File: config.mk
export PLATFORM = sky130hd
export DESIGN_NAME = txrx_bus_arbiter
export DESIGN_NICKNAME = d
export VERILOG_FILES = /design/src/rtl/txrx_arb_pkg.sv /design/src/rtl/txrx_policy_track.sv /design/src/rtl/txrx_weight_count.sv /design/src/rtl/txrx_grant_hold.sv /design/src/rtl/txrx_bus_arbiter.sv
export SDC_FILE = /design/constraint.sdc
export NUM_CORES = 1
export LEC_CHECK = 0
export ABC_AREA = 1
export BUFFER_PORTS_ARGS = -buffer_cell sky130_fd_sc_hd__buf_2
export CAP_MARGIN = 20
export CORE_UTILIZATION = 57
export CTS_CLUSTER_DIAMETER = 120
export DETAILED_ROUTE_END_ITERATION = 8
export PLACE_DENSITY = 0.82
export SYNTH_ARGS = -nofsm -noshare
export SYNTH_HDL_FRONTEND = slang
export SYNTH_HIERARCHICAL = 1
export SYNTH_SLANG_ARGS = --single-unit
File: constraint.sdc
create_clock -name clk -period 3.3 [get_ports clk]
set_clock_uncertainty 0.1 [all_clocks]
set_input_delay 0.165 -clock clk [delete_from_list [all_inputs] [get_ports clk]]
set_output_delay 0.165 -clock clk [all_outputs]
set_load 0.05 [all_outputs]
File: src/rtl/txrx_arb_pkg.sv
package txrx_arb_pkg;
  parameter int WEIGHT_W = 3;
  localparam int POLICY_W = WEIGHT_W + 2;
  localparam int COUNT_W  = WEIGHT_W + 1;

  typedef enum logic [1:0] {
    OWNER_NONE = 2'd0,
    OWNER_TX   = 2'd1,
    OWNER_RX   = 2'd2
  } owner_t;

  typedef struct packed {
    logic                strict;
    logic                fav_tx;
    logic [WEIGHT_W-1:0] weight;
  } policy_t;
endpackage

File: src/rtl/txrx_policy_track.sv
module txrx_policy_track
  import txrx_arb_pkg::*;
(
  input  logic                clk,
  input  logic                rst_n,
  input  logic [POLICY_W-1:0] policy_in,
  output policy_t             policy_dec,
  output logic                policy_changed
);
  logic [POLICY_W-1:0] policy_q;
  logic [POLICY_W-1:0] policy_d;

  always_comb begin
    policy_d              = policy_in;
    policy_dec.strict     = policy_in[0];
    policy_dec.fav_tx     = policy_in[1];
    policy_dec.weight     = policy_in[POLICY_W-1:2];
    policy_changed        = (policy_in != policy_q);
  end

  always_ff @(posedge clk or negedge rst_n) begin
    if (!rst_n) policy_q <= '0;
    else        policy_q <= policy_d;
  end
endmodule

File: src/rtl/txrx_weight_count.sv
module txrx_weight_count
  import txrx_arb_pkg::*;
(
  input  logic                clk,
  input  logic                rst_n,
  input  logic                restart,
  input  logic                contend,
  input  logic [WEIGHT_W-1:0] weight,
  output logic                pick_fav
);
  logic [COUNT_W-1:0] cnt_q;
  logic [COUNT_W-1:0] cnt_d;
  logic [COUNT_W-1:0] base;
  logic               cnt_en;

  always_comb begin
    base     = restart ? '0 : cnt_q;
    pick_fav = (base <= {1'b0, weight});
    cnt_d    = base;
    if (contend) cnt_d = pick_fav ? base + 1'b1 : '0;
    cnt_en   = restart | contend;
  end

  always_ff @(posedge clk or negedge rst_n) begin
    if (!rst_n)      cnt_q <= '0;
    else if (cnt_en) cnt_q <= cnt_d;
  end
endmodule

File: src/rtl/txrx_grant_hold.sv
module txrx_grant_hold
  import txrx_arb_pkg::*;
(
  input  logic   clk,
  input  logic   rst_n,
  input  logic   req_tx,
  input  logic   req_rx,
  input  logic   win_tx,
  input  logic   xfer_done,
  output owner_t owner
);
  owner_t owner_q;
  owner_t owner_d;
  logic   own_en;

  always_comb begin
    owner_d = owner_q;
    if (owner_q == OWNER_NONE) begin
      if (req_tx && req_rx) owner_d = win_tx ? OWNER_TX : OWNER_RX;
      else if (req_tx)      owner_d = OWNER_TX;
      else if (req_rx)      owner_d = OWNER_RX;
    end else if (xfer_done) begin
      owner_d = OWNER_NONE;
    end
    own_en = (owner_d != owner_q);
  end

  always_ff @(posedge clk or negedge rst_n) begin
    if (!rst_n)      owner_q <= OWNER_NONE;
    else if (own_en) owner_q <= owner_d;
  end

  assign owner = owner_q;
endmodule

File: src/rtl/txrx_bus_arbiter.sv
module txrx_bus_arbiter
  import txrx_arb_pkg::*;
(
  input  logic                clk,
  input  logic                rst_n,
  input  logic                req_tx,
  input  logic                req_rx,
  input  logic [POLICY_W-1:0] policy,
  input  logic                xfer_done,
  output logic                gnt_tx,
  output logic                gnt_rx
);
  policy_t pol;
  logic    pol_chg;
  logic    idle;
  logic    contend;
  logic    pick_fav;
  logic    fav_wins;
  logic    win_tx;
  owner_t  owner;

  txrx_policy_track u_policy (
    .clk            (clk),
    .rst_n          (rst_n),
    .policy_in      (policy),
    .policy_dec     (pol),
    .policy_changed (pol_chg)
  );

  assign idle    = (owner == OWNER_NONE);
  assign contend = idle & req_tx & req_rx & ~pol.strict;

  txrx_weight_count u_weight (
    .clk      (clk),
    .rst_n    (rst_n),
    .restart  (pol_chg),
    .contend  (contend),
    .weight   (pol.weight),
    .pick_fav (pick_fav)
  );

  assign fav_wins = pol.strict | pick_fav;
  assign win_tx   = fav_wins ? pol.fav_tx : ~pol.fav_tx;

  txrx_grant_hold u_hold (
    .clk       (clk),
    .rst_n     (rst_n),
    .req_tx    (req_tx),
    .req_rx    (req_rx),
    .win_tx    (win_tx),
    .xfer_done (xfer_done),
    .owner     (owner)
  );

  assign gnt_tx = (owner == OWNER_TX);
  assign gnt_rx = (owner == OWNER_RX);
endmodule

# == Word-level counts from Yosys, hierarchy flattened ==
# Cells that the tools add are included.
# word_totals
register_bits,11
in_bits,10
output_inout_bits,2
wordCells,28
# classes
addsub,1
n_lt_le_gt_ge,1
n_eq_ne,4
muxes,10
bitwise_logic,7
reduce_logical,2
# ops
operator,n
2-to-1 mux 2 bit,6
2-to-1 mux 4 bit,3
!= test 5 bit,1
"adder 4 x 1 -> 4 bit, second input constant",1
<= comparator 4 x 3 -> 1 bit,1
AND 1 bit,3
"equality test 2 x 1 -> 1 bit, second input constant",1
"equality test 2 bit, second input constant",1
zero test 2 bit,1
!= test 2 bit,1
inverter 1 bit,2
OR 1 bit,2
logical AND 1 bit,1
2-to-1 mux 1 bit,1

# == Logic depth before layout (Yosys ltp) ==
# logic_depth
ltp_word,9
ltp_mapped,21
ltp_nobuf,21

# == Cells and area by module ==
# The synthesis kept the hierarchy.
# modules_own_cells
mod,n_inst,cells_per_inst,area_each_um2,seq_area_each_um2
txrx_weight_count,1,54,342.8,100.1
txrx_policy_track,1,33,255.2,125.1
txrx_grant_hold,1,13,96.3,50.0
txrx_bus_arbiter,1,13,51.3,0.0

# == Worst setup path before layout ==
# No wires, ideal clock.
# synth_timing
kind,register to register
start,register u_policy.policy_q[1]
end,"register u_hold.owner_q[0], in the netlist u_hold/owner[0]"
setup_ns,0.117
arrival_time_ns,1.789
path_slack_ns,1.294
path_stages_with_launch,20
synth_period_minus_slack_ns,2.006
path_cell_list,dfrtp_1 > nor2_1 > nor2_1 > nor2_1 > nand3_1 > nor2_2 > inv_1 > ha_1 > inv_1 > nand2_1 > nand2_1 > nand2_1 > nand2_1 > nand2_2 > o21ai_1 > nand2_1 > inv_1 > nand2_1 > nand3_1 > nand2_1
# synth_between
elab_chain_len,9
# synth_lines
element,line,source
from (decl),txrx_policy_track.sv:10,logic [POLICY_W-1:0] policy_q;
from (signal assigned),txrx_policy_track.sv:23,else policy_q <= policy_d;
!= test 5 bit (*),txrx_policy_track.sv:18,policy_changed = (policy_in != policy_q);
net pol_chg,txrx_bus_arbiter.sv:14,logic pol_chg;
2-to-1 mux 4 bit (*),txrx_weight_count.sv:17,base = restart ? '0 : cnt_q;
<= comparator 4 x 3 -> 1 bit (*),txrx_weight_count.sv:18,"pick_fav = (base <= {1'b0, weight});"
net pick_fav,txrx_bus_arbiter.sv:17,logic pick_fav;
OR 1 bit (*),txrx_bus_arbiter.sv:42,assign fav_wins = pol.strict | pick_fav;
2-to-1 mux 1 bit (*),txrx_bus_arbiter.sv:43,assign win_tx = fav_wins ? pol.fav_tx : ~pol.fav_tx;
net win_tx,txrx_bus_arbiter.sv:19,logic win_tx;
2-to-1 mux 2 bit (*) (2 in a row),txrx_grant_hold.sv:19,if (req_tx && req_rx) owner_d = win_tx ? OWNER_TX : OWNER_RX;
2-to-1 mux 2 bit (*),txrx_grant_hold.sv:18,if (owner_q == OWNER_NONE) begin
!= test 2 bit,txrx_grant_hold.sv:25,own_en = (owner_d != owner_q);
to (signal assigned),txrx_grant_hold.sv:30,else if (own_en) owner_q <= owner_d;
to (decl),txrx_grant_hold.sv:12,owner_t owner_q;
# The timed path passes the listed nets; every way through them passes the cells marked *.
# A chain may end at the register's enable or synchronous reset.

# == Worst setup path after layout ==
# layout_timing
start,input policy[2]
end,"register u_hold.owner_q[0], in the netlist u_hold/owner[0]"
# layout_between
elab_chain_len,9
# layout_lines
element,line,source
from (decl),txrx_bus_arbiter.sv:8,"input logic [POLICY_W-1:0] policy,"
!= test 5 bit (*),txrx_policy_track.sv:18,
net pol_chg,txrx_bus_arbiter.sv:14,
2-to-1 mux 4 bit (*),txrx_weight_count.sv:17,
<= comparator 4 x 3 -> 1 bit (*),txrx_weight_count.sv:18,
net pick_fav,txrx_bus_arbiter.sv:17,
OR 1 bit (*),txrx_bus_arbiter.sv:42,
2-to-1 mux 1 bit (*),txrx_bus_arbiter.sv:43,
net win_tx,txrx_bus_arbiter.sv:19,
2-to-1 mux 2 bit (*) (2 in a row),txrx_grant_hold.sv:19,
2-to-1 mux 2 bit (*),txrx_grant_hold.sv:18,
!= test 2 bit,txrx_grant_hold.sv:25,
# Marks and branches as above.

==> results.yml <==
status:
  status: "completed"
sta:
  setup_viol: 0
  fin_crit_sh: 0.774
  hold_viol_final: 0
  finalSetupTns_ns: 0
  maxSlewViolCount: 0
  maxSlewHeadroom: 0.737
  setup_slack_ns: 0.747
  fmax_mhz: 392
  rsz0062_at_grt: "no"
  worstMarginPinSlew_ns: 0.393
  period_minus_slack_ns: 2.55
logic_synthesis:
  synthCells: 113
  ys_ff_latch: 11
  synth_warnings: 6
  syn_area_sq_um: 746
  seq_area_frac_synth: 0.369
  synth_nets: 127
  synth_cell_types: 15
  postSynthAreaPerCell_sq_um: 6.60
place:
  gp_congestion: 0.879
  hpwlAfterDp_mm: 1.13
  pre_cts_slack_ns: 0.970
  post-place-cells: 133
  place_area_sq_um: 781
  numPortBuffers: 11
die:
  die-area_sq_um: 1460
  core_area_sq_um: 1160
  die_y_microns: 38.2
  std_cell_rows: 12
  start_util: 0.645
  fp.dieW_microns: 38.2
  ios: 12
global_route:
  grt_max_degree: 12
  grt_overflow: 0
  grt_use_total: 0.285
  grt_pass1_wl_mm: 2.73
  antenna_found_initial: 0
  grt_pass1_vias: 695
clock_network:
  root_buffer: "clkbuf_4"
  clkLatencyLatePin_ns: 0.27
  post_cts_buffers: 0
  tritoncts: "done"
  cts_htree_levels: 1
  cts_buffer_depth: 2
  clk_pin_slew_ns: 0.07
  cts_buffers: 3
  clock_sinks: 11
setup_path:
  startpoint: "policy[2]"
  r2r_start: "u_policy/policy_q[2]$_DFF_PN0_"
  critical_path_class: "primary input to flip-flop"
  cp-end-kind: "flip-flop"
  critPathLaunchType: "primary input"
  required_ns: 3.37
  arrival_ns: 2.62
  path_max_fanout: 5
drt:
  wl_per_cell_microns: 11.2
  drcViolationCount: 0
  wl_mm: 1.60
  routed_via_density: 4.78
  drt_iter0_markers: 19
  wl_met1_microns: 665
  vias: 684
  highest_layer: "met3"
  dr_wl_met2_microns: 858
  first_pass_iters: 4
  ant_nets: 0
  wl_met3_microns: 72
pwr:
  p_leak_nw: 0.545
  vdd_drop_max_v: 0.000398
  p_per_area_nw_per_um2: 389
finish:
  final_nets: 144
  mostFrequentLayoutCell: "nand2_1"
  final_area_sq_um: 867
  syn2layout_area_growth_pct: 16.3
  mostFrequentLayoutCells: "nand2_1, inv_1, nor2_1"
  drive_above_1_share: 0.163
  antenna_cells: 0
  final_cells: 143
worst_hold_path:
  hp-start: "xfer_done"
  min_path_type: "primary input to flip-flop"
job:
  maxCapViolations: 0
==> sequential cells by signal, summed over array words and instances, names as in the netlist <==
signal and count:
u_hold/owner 2, u_policy/policy_q 5, u_weight/cnt_q 4
==> worst paths after layout <==
check / depth (start not counted) / to / slack [ns]
setup reg to reg: 20 / u_hold/owner[0]$_DFFE_PN0P_ / 0.94
max in group asynchronous: 2 / u_weight/cnt_q[3]$_DFFE_PN0P_ / 2.72
min in group asynchronous: 2 / u_policy/policy_q[0]$_DFF_PN0_ / 0.18
hold reg to reg: 2 / u_weight/cnt_q[0]$_DFFE_PN0P_ / 0.39
setup / recovery: 22 / u_hold/owner[0]$_DFFE_PN0P_ / 0.75
hold / removal: 4 / u_hold/owner[1]$_DFFE_PN0P_ / 0.04
==> metrics by stage <==
step	utilization	total power [mW]	hold slack (ns)
2_1_floorplan	-	0.218	-0.231
3_3_place_gp	0.675	0.235	-0.0562
3_5_place_dp	0.675	0.239	-0.0548
4_1_cts	0.750	0.339	0.0325
5_1_grt	0.750	0.360	0.0655
6_report	0.750	0.337	0.0416
==> metal layers <==
metal,vias up,global-route usage
li1,356,-
met1,306,0.292
met2,22,0.530
met3,0,0.0698
met4,0,0.134
met5,-,0
==> report_power, final <==
part | internal (mW) | total, mW | switching (mW) | leakage (nW)
combinational | 0.0288 | 0.0878 | 0.0590 | 0.391
clock | 0.0468 | 0.0942 | 0.0474 | 0.0150
sequential | 0.145 | 0.155 | 0.0102 | 0.139
total | 0.220 | 0.337 | 0.117 | 0.545
==> Yosys cell counts <==
library cell   n  area (sq um)
a21oi_1        1          5.00
buf_4          5          37.5
dfrtp_1       11           275
ha_1           4          50.1
inv_1         24          90.1
inv_2          2          7.51
nand2_1       39           146
nand2_2        3          18.8
nand3_1        5          25.0
nand4_1        1          6.26
nor2_1        13          48.8
nor2_2         2          12.5
o21ai_1        1          5.00
xnor2_1        1          8.76
xor2_1         1          8.76
==> cell type report <==
class                      instances  area (sq um)
inverter                          26          97.6
fill                              90           289
multi-input combinational         71           335
timing repair buffer              17           115
tap                               14          17.5
sequential                        11           275
clock buffer                       4          26.3
==> critical path: stages <==
cell and delay (ns):
dlygate4sd3_1 0.53, buf_2 0.14, inv_1 0.04, nand2_1 0.05, nand2_1 0.05, nor2_1 0.10, nand3_1 0.19, nor2_2 0.25
inv_1 0.07, ha_1 0.19, inv_1 0.05, nand2_1 0.04, nand2_1 0.05, nand2_1 0.04, nand2_1 0.09, nand2_2 0.10
o21ai_1 0.13, nand2_1 0.08, inv_1 0.06, nand2_1 0.05, nand3_1 0.08, nand2_1 0.05
==> repair_timing <==
action | 4_1_cts | 5_1_grt
gates resized for setup | 0 | 0
endpoints found under the hold margin | 16 | 0
hold buffers | 6 | 0
==> cell families (layout without fill, tap and decap cells) <==
logic type | count (synthesis) | count (layout) | synth area share
simple gates | 63 | 63 | 0.346
buf+inv | 31 | 47 | 0.181
flops | 11 | 11 | 0.369
fa+ha+maj | 4 | 4 | 0.0671
compound gates | 2 | 2 | 0.0134
xor+xnor | 2 | 2 | 0.0235
Note: power is estimated with default switching activity, not from simulation.
